==> src/rtl/spi_ld_pkg.sv <==
package spi_ld_pkg;

  typedef enum logic [1:0] {
    ST_BOOT,
    ST_RUN,
    ST_TAIL,
    ST_FIN
  } ld_state_t;

  localparam int CMD_BITS = 24;

  // command frame: opcode then 16-bit address, sent MSB first
  function automatic logic [CMD_BITS-1:0] read_frame(input logic [7:0] op,
                                                     input logic [15:0] addr);
    return {op, addr};
  endfunction

  // shift register holds first byte in [15:8], second in [7:0];
  // the first byte goes to the low half of the word
  function automatic logic [15:0] pack_word(input logic [15:0] sh);
    return {sh[7:0], sh[15:8]};
  endfunction

endpackage

==> src/rtl/spi_ld_clkgen.sv <==
module spi_ld_clkgen #(
  parameter int CLK_DIV = 4
) (
  input  logic clk,
  input  logic rst_n,
  input  logic run,
  output logic sclk,
  output logic rise_evt,
  output logic fall_evt
);
  localparam int HALF = CLK_DIV / 2;
  localparam int CW   = (HALF > 1) ? $clog2(HALF) : 1;

  logic [CW-1:0] cnt;
  logic          wrap;

  assign wrap     = run && (cnt == CW'(HALF - 1));
  assign rise_evt = wrap && !sclk;
  assign fall_evt = wrap && sclk;

  always_ff @(posedge clk or negedge rst_n) begin
    if (!rst_n) begin
      cnt  <= '0;
      sclk <= 1'b0;
    end else if (!run) begin
      cnt  <= '0;
      sclk <= 1'b0;
    end else if (wrap) begin
      cnt  <= '0;
      sclk <= ~sclk;
    end else begin
      cnt <= cnt + 1'b1;
    end
  end
endmodule

==> src/rtl/spi_ld_shifter.sv <==
module spi_ld_shifter #(
  parameter logic [23:0] FRAME = 24'h030000
) (
  input  logic        clk,
  input  logic        rst_n,
  input  logic        rise_evt,
  input  logic        fall_evt,
  input  logic        miso,
  output logic        mosi_bit,
  output logic [15:0] rx_next
);
  logic [23:0] tx_sh;
  logic [15:0] rx_sh;

  assign mosi_bit = tx_sh[23];
  assign rx_next  = {rx_sh[14:0], miso};

  always_ff @(posedge clk or negedge rst_n) begin
    if (!rst_n) begin
      tx_sh <= FRAME;
      rx_sh <= '0;
    end else begin
      if (fall_evt) tx_sh <= {tx_sh[22:0], 1'b0};
      if (rise_evt) rx_sh <= rx_next;
    end
  end
endmodule

==> src/rtl/spi_boot_loader.sv <==
module spi_boot_loader
  import spi_ld_pkg::*;
#(
  parameter int          IMG_WORDS  = 8192,
  parameter int          CLK_DIV    = 4,
  parameter logic [7:0]  RD_OPCODE  = 8'h03,
  parameter logic [15:0] START_ADDR = 16'h0000,
  localparam int         ADDR_W     = (IMG_WORDS > 1) ? $clog2(IMG_WORDS) : 1
) (
  input  logic              clk,
  input  logic              rst_n,
  input  logic              miso,
  output logic              ssel_n,
  output logic              sclk,
  output logic              mosi,
  output logic              pins_own,
  output logic              pmem_we,
  output logic [ADDR_W-1:0] pmem_addr,
  output logic [15:0]       pmem_wdata,
  output logic              cpu_hold,
  output logic              done
);
  localparam int TOTAL_BITS = CMD_BITS + 16 * IMG_WORDS;
  localparam int BIT_W      = $clog2(TOTAL_BITS + 1);

  ld_state_t        st;
  logic [BIT_W-1:0] bit_cnt;
  logic [BIT_W-1:0] data_idx;
  logic             run, rise_evt, fall_evt, mosi_bit;
  logic             in_data, word_end, last_bit;
  logic [15:0]      rx_next;

  assign run      = (st == ST_RUN) || (st == ST_TAIL);
  assign data_idx = bit_cnt - BIT_W'(CMD_BITS);
  assign in_data  = bit_cnt >= BIT_W'(CMD_BITS);
  assign word_end = rise_evt && in_data && (data_idx[3:0] == 4'hF);
  assign last_bit = rise_evt && (bit_cnt == BIT_W'(TOTAL_BITS - 1));

  spi_ld_clkgen #(.CLK_DIV(CLK_DIV)) clkgen_i (
    .clk(clk), .rst_n(rst_n), .run(run),
    .sclk(sclk), .rise_evt(rise_evt), .fall_evt(fall_evt)
  );

  spi_ld_shifter #(.FRAME(read_frame(RD_OPCODE, START_ADDR))) shift_i (
    .clk(clk), .rst_n(rst_n), .rise_evt(rise_evt), .fall_evt(fall_evt),
    .miso(miso), .mosi_bit(mosi_bit), .rx_next(rx_next)
  );

  always_ff @(posedge clk or negedge rst_n) begin
    if (!rst_n) begin
      st         <= ST_BOOT;
      bit_cnt    <= '0;
      pmem_we    <= 1'b0;
      pmem_addr  <= '0;
      pmem_wdata <= '0;
      done       <= 1'b0;
    end else begin
      pmem_we <= 1'b0;
      done    <= 1'b0;
      unique case (st)
        ST_BOOT: st <= ST_RUN;
        ST_RUN: begin
          if (rise_evt) bit_cnt <= bit_cnt + 1'b1;
          if (word_end) begin
            pmem_we    <= 1'b1;
            pmem_addr  <= data_idx[ADDR_W+3:4];
            pmem_wdata <= pack_word(rx_next);
          end
          if (last_bit) st <= ST_TAIL;
        end
        ST_TAIL: begin
          if (fall_evt) begin
            st   <= ST_FIN;
            done <= 1'b1;
          end
        end
        default: st <= ST_FIN;
      endcase
    end
  end

  assign ssel_n   = !run;
  assign pins_own = (st != ST_FIN);
  assign cpu_hold = (st != ST_FIN);
  assign mosi     = mosi_bit && pins_own;
endmodule

==> config.mk <==
export PLATFORM = sky130hd
export DESIGN_NAME = spi_boot_loader
export DESIGN_NICKNAME = d
export VERILOG_FILES = /design/src/rtl/spi_ld_pkg.sv /design/src/rtl/spi_ld_clkgen.sv /design/src/rtl/spi_ld_shifter.sv /design/src/rtl/spi_boot_loader.sv
export SDC_FILE = /design/constraint.sdc
export NUM_CORES = 1
export LEC_CHECK = 0
export ABC_AREA = 1
export BUFFER_PORTS_ARGS = -buffer_cell sky130_fd_sc_hd__buf_2
export CAP_MARGIN = 10
export CORE_ASPECT_RATIO = 0.75
export CORE_MARGIN = 10
export CORE_UTILIZATION = 53
export CTS_BUF_LIST = sky130_fd_sc_hd__clkbuf_8 sky130_fd_sc_hd__clkbuf_16
export DETAILED_ROUTE_END_ITERATION = 10
export GPL_TIMING_DRIVEN = 0
export HOLD_SLACK_MARGIN = 0.02
export PLACE_DENSITY = 0.77
export SYNTH_ARGS = -nofsm -noshare
export SYNTH_HDL_FRONTEND = slang
export SYNTH_SLANG_ARGS = --single-unit
==> constraint.sdc <==
create_clock -name clk -period 2 [get_ports clk]
set_clock_uncertainty 0.1 [all_clocks]
set_input_delay 0 -clock clk [delete_from_list [all_inputs] [get_ports clk]]
set_output_delay 0 -clock clk [all_outputs]
set_load 0.02 [all_outputs]
[After elaboration in Yosys (flattened, before gate mapping)]
Index checks and enable logic that the tools add are counted.
Word-level totals
  bits in registers: 76
  bits of input ports: 3
  output and inout bits: 36
  word-level logic and storage cells: 48
Cells by class
  add/sub/neg operators: 3
  magnitude comparators: 1
  eq/ne operators: 8
  multiplexer cells: 11
  bitwise logic cells: 1
  reduce and logical (&&, ||, !) cells: 14
Operators with widths (number)
  18-bit by 1-bit adder with 18-bit output (second input constant): 1
  18-bit equality test (second input constant): 1
  18-bit by 5-bit greater-or-equal comparator with 1-bit output (second input constant): 1
  17-bit by 5-bit subtractor with 17-bit output (second input constant): 1
  1-bit two-way mux: 8
  1-bit logical AND: 7
  2-bit != test (second input constant): 3
  2-bit one-hot mux with 3 select lines: 1
  2-bit AND reduction: 3
  4-bit equality test (second input constant): 1
  2-bit two-way mux: 2
  2-bit by 1-bit equality test with 1-bit output (second input constant): 1
  2-bit equality test (second input constant): 1
  1-bit zero test: 2
  2-bit zero test: 1
  2-bit by 1-bit != test with 1-bit output (second input constant): 1
  1-bit adder (second input constant): 1
  1-bit logical OR: 1
  1-bit NOT: 1

[Logic depth before layout (Yosys ltp)]
  word-level depth: 8
  gate-level depth with buffers: 10
  depth with buffers taken out: 9

[Cells and area by module]
A second synthesis with hierarchy kept.
Unflattened totals
  cell total of the unflattened synthesis: 461
  area, all modules: 3786.1 um2
Modules (own cells, without submodules)
  spi_boot_loader: instances 1, cells each 351, area an instance 2767.7 um2, seq. area each 1276.2 um2
  spi_ld_shifter: instances 1, cells each 98, area an instance 928.4 um2, seq. area each 578.1 um2
  spi_ld_clkgen: instances 1, cells each 12, area an instance 90.1 um2, seq. area each 50.0 um2

[Worst setup path after synthesis]
OpenSTA, ideal clock, no wires.
  kind: flip-flop to flip-flop
  start: register st[0]
  end: register pmem_addr[5]
  setup time: 0.127 ns
  arrival: 1.628 ns
  data required time: 1.773 ns
  setup slack: 0.145 ns
  cell stages (with the launch flop): 9
  path buffers: 1
  clock period less this slack: 1.855 ns
  cell sequence: dfrtp_1 inv_1 ha_1 nand4_2 nor2_1 o21ai_4 buf_6 nand2_1 o21ai_0
Between the ends
  word-level cells in the longest chain between the ends: 7
  elaborated cells on any way between the ends: 8
RTL lines
  start, declared: line spi_boot_loader.sv:26  | ld_state_t st;
  start signal, assigned: line spi_boot_loader.sv:51  | st <= ST_BOOT;
  start signal, assigned: line spi_boot_loader.sv:61  | ST_BOOT: st <= ST_RUN;
  start signal, assigned: line spi_boot_loader.sv:69  | if (last_bit) st <= ST_TAIL;
  2-bit by 1-bit equality test with 1-bit output / 2-bit equality test (equally long branches): line spi_boot_loader.sv:33, spi_boot_loader.sv:60
  1-bit logical OR: line spi_boot_loader.sv:33  | assign run = (st == ST_RUN) || (st == ST_TAIL);
  1-bit logical AND: line spi_ld_clkgen.sv:17  | assign wrap = run && (cnt == CW'(HALF - 1));
  1-bit logical AND: line spi_ld_clkgen.sv:18  | assign rise_evt = wrap && !sclk;
  1-bit logical AND (2 in a row): line spi_boot_loader.sv:36  | assign word_end = rise_evt && in_data && (data_idx[3:0] == 4'hF);
  2-bit AND reduction (no source line) (*)
  end signal, assigned: line spi_boot_loader.sv:66  | pmem_addr <= data_idx[ADDR_W+3:4];
  end, declared: line spi_boot_loader.sv:18  | output logic [ADDR_W-1:0] pmem_addr,
Every way passes the cells marked *; elsewhere a longest branch is shown, timed or not.
A chain may end at the register's enable or synchronous reset.

[Worst setup path after layout]
  start: register st[0]
  end: register pmem_addr[7]
Same word-level chain as after synthesis.

==> summary.md <==
| Metric | Value |
|---|---|
| Status | `finished, final reports clean` |
| Min Clock Period, post-route | `1.907 ns` |
| Total global routing overflow | `0` |
| CTS tree | `yes` |
| WL/cell | `12.89 um` |
| Die X | `115.4 um` |
| Nets | `507` |
| Max stage delay on crit path | `0.41 ns` |
| Vias/cell | `4.981` |
| Worst Reg-to-Reg Cells | `9` |
| Hpwl dp | `5.418 mm` |
| Root Driver | `clkbuf_8` |
| Detailed Route WL | `7.500 mm` |
| CP Capture Type | `flop` |
| Synthesized area per cell | `8.267 um2` |
| R2r setup slk | `0.09 ns` |
| IO Pins | `39` |
| CTS Buf Count | `9` |
| Die Ht | `91.58 um` |
| Slowest-stage cell, CP | `dfrtp_2` |
| Vias | `2899` |
| Starting Density | `55.92%` |
| Critical Path, Cell by Cell | `inv_1 > ha_2 > nand4_4 > nor2_2 > o21ai_4 > buf_4 > buf_6 > nand2_1 > o21ai_0` |
| Layout Cells excl Fill | `582` |
| Peak supply drop | `0.4281 mV` |
| Initial antenna violation count | `0` |
| Setup tns final | `0 ns` |
| RD Place Congestion | `0.8546` |
| Top delay family on crit path | `flip-flops` |
| Highest clock rate | `0.5245 GHz` |
| Flops & latches, synth | `76` |
| Tot Pwr | `0.002948 W` |
| Clk Latency, worst-skew pair | `0.36 ns` |
| Total GRT Usage | `14.62%` |
| Critical Setup Path Class | `reg2reg` |
| Finished Core Util | `65.93%` |
| PnR worst setup slack | `0.09344 ns` |
| Crit path launch | `st[0]$_DFFE_PN0P_` |
| Clk buf depth | `2` |
| Die area | `0.01057 mm2` |
| Slew headroom | `35.54%` |
| Antenna Cells | `0` |
| Area of the mapped netlist | `0.003621 mm2` |
| Seq/Total Area, Yosys | `52.59%` |
| Leak | `2.372 nW` |
| Final hold violations | `0` |
| Setup WS pre-CTS | `-0.2365 ns` |
| Ys Warns | `0` |
| Worst path required time | `2.14 ns` |
| Power per cell area | `690.6 mW/mm2` |
| Max-cap viol count | `0` |
| First-pass DRT Iterations | `5` |
| Critical path arrival | `2.04 ns` |
| Post-detailed-route count of antenna-violating nets | `0` |
| Worst R2R Start | `st[0]$_DFFE_PN0P_` |
| Core outline area | `0.006475 mm2` |
| Global-route wire length before repair | `12.52 mm` |
| R2R Path End | `pmem_addr[7]$_DFFE_PN0P_` |
| Critical Path Source Type | `flop` |
| Number of global-route vias before repair | `2656` |
| Slew Viols, Final | `0` |
| DRC Markers | `0` |
| RSZ-0062 raised after global routing | `yes` |
| Worst-margin pin slew | `0.9638 ns` |
| Core Rows | `25` |
| Post-synthesis cell type count | `27` |
| Proportion of layout cells with a drive suffix above 1 | `17.17%` |
| Syn Inst Count | `438` |
| Period utilization | `95.33%` |
| Htree depth | `3` |
| Syn_nets | `449` |
| Crit path depth | `9` |
| Area delta synth->final | `17.90%` |
| Hold WC Path Type | `in2async` |
| Setup Viol. Count Final | `0` |
| Crit-path max FO | `10` |
| Initial drt markers | `169` |
| Buf/Inv on CP | `3` |
| Clk slew on worst S/H paths | `0.08 ns` |
| CTS Sinks | `76` |
| CP Capture Point | `pmem_addr[7]$_DFFE_PN0P_` |
| Largest net degree at the start of global routing | `55` |
| Placed cells | `558` |
| I/O Buffers | `38` |
cell families (layout without fill, tap and decap cells):
group,count (synthesis),after routing,share of synthesized area [%]
AO/OA/AOI/OAI,45,45,6.531
XOR/XNOR,17,17,4.112
adder cells (fa/ha/maj),8,8,2.764
buffers and inverters,64,127,8.189
flip-flops,76,76,52.59
AND/OR/NAND/NOR,228,228,25.81
report_power, final:
| part | total (W) | leakage [nW] | internal (W) | switching (W) |
|---|---|---|---|---|
| registers | 0.00155 | 1.00 | 0.00155 | 0.00000647 |
| clock network | 0.00134 | 0.113 | 0.000724 | 0.000614 |
| logic | 0.0000570 | 1.26 | 0.0000172 | 0.0000398 |
through the flow:
step                hold slack (ns)  cell area (um2)
floorplan                   -0.3956             3621
global placement             0.1773             3913
detailed placement          -0.1781             3943
CTS                         0.05955             4228
global route                0.09598             4269
finish                      0.05576             4269
tightest hold or removal path: stages:
cell           delay [ns]
dlygate4sd3_1        0.52
buf_4                0.13
buf_16               0.24
layer usage:
metal / wire length [um] / share of wire (%) / GRT usage, %
met1: 3650 / 49 / 19.96
met5: 0 / 0 / 0
met2: 3267 / 44 / 21.21
met3: 518 / 6.9 / 5.128
met4: 63 / 0.84 / 4.316
cell usage after synthesis, drive strengths merged:
| master | instances | share of area, % |
|---|---|---|
| a21oi | 10 | 1.4 |
| buf | 9 | 2.4 |
| clkbuf | 6 | 0.62 |
| dfrtp | 74 | 51 |
| dfstp | 2 | 1.5 |
| ha | 8 | 2.8 |
| inv | 49 | 5.1 |
| nand2 | 153 | 16 |
| nand3 | 21 | 3.0 |
| nand3b | 2 | 0.41 |
| nand4 | 2 | 0.52 |
| nor2 | 49 | 5.6 |
| nor3 | 1 | 0.14 |
| o21ai | 35 | 5.1 |
| xnor2 | 3 | 0.73 |
| xor2 | 14 | 3.4 |
cell usage in the layout (no fill, tap or decap):
| master | netlist | layout |
|---|---|---|
| xor2_1 | 14 | 14 |
| nand4_4 | 0 | 1 |
| dlygate4sd3_1 | 0 | 3 |
| bufinv_16 | 0 | 2 |
| nor2_4 | 2 | 3 |
| nor3_1 | 1 | 1 |
| xnor2_1 | 3 | 3 |
| nand3_1 | 20 | 20 |
| buf_2 | 1 | 38 |
| o21ai_1 | 8 | 8 |
| dfrtp_1 | 74 | 73 |
| nand2_1 | 150 | 150 |
| clkbuf_8 | 0 | 9 |
| inv_8 | 0 | 1 |
| inv_4 | 1 | 2 |
| buf_6 | 6 | 6 |
| dfrtp_2 | 0 | 1 |
| dfstp_2 | 2 | 2 |
| nand3b_1 | 2 | 2 |
| ha_1 | 8 | 7 |
| inv_1 | 47 | 47 |
| a21oi_1 | 10 | 10 |
| o21ai_0 | 26 | 26 |
| o21ai_4 | 1 | 1 |
| ha_2 | 0 | 1 |
| nor2_2 | 2 | 2 |
| inv_6 | 0 | 3 |
| buf_16 | 0 | 1 |
| nand2_2 | 3 | 3 |
| clkbuf_1 | 6 | 6 |
| buf_4 | 2 | 8 |
| clkinvlp_4 | 0 | 1 |
| nand3_4 | 0 | 1 |
| nand4_1 | 1 | 1 |
| nor2_1 | 45 | 44 |
sequential cells by signal, indices dropped and copies added, names as in the netlist, 2 cells and up:
| register | flops |
|---|---|
| pmem_wdata | 16 |
| bit_cnt | 18 |
| shift_i.tx_sh | 8 |
| st | 2 |
| pmem_addr | 13 |
| shift_i.rx_sh | 15 |
how the worst min path moves through the flow:
stage,to,slack [ns],cells past startpoint
final,bit_cnt[12]$_DFFE_PN0P_,0.06,3
after global routing,bit_cnt[12]$_DFFE_PN0P_,0.1,3
after CTS,bit_cnt[12]$_DFFE_PN0P_,0.06,3
after detailed placement,bit_cnt[15]$_DFFE_PN0P_,-0.18,1
after global placement,shift_i.rx_sh[0]$_DFFE_PN0P_,0.18,3
after floorplan,bit_cnt[0]$_DFFE_PN0P_,-0.40,0
layout make-up:
type | instances | area (um2)
fillers | 552 | 2206
flip-flops and latches | 76 | 1906
clock inverters | 7 | 105.1
well taps | 81 | 101.3
repair buffers | 47 | 287.8
multi-input cells | 298 | 1446
clock buffers | 9 | 123.9
plain buffers | 15 | 110.1
inverters | 49 | 188.9
repair_timing:
item                                    4_1_cts  5_1_grt
setup buffers                                 1        4
pin swaps                                     1        2
endpoints found under the setup margin       38       45
endpoints found under the hold margin        76        0
hold buffers                                  3        0
gates resized for setup                       4        3
No activity file was read; power rests on OpenSTA's default activity.
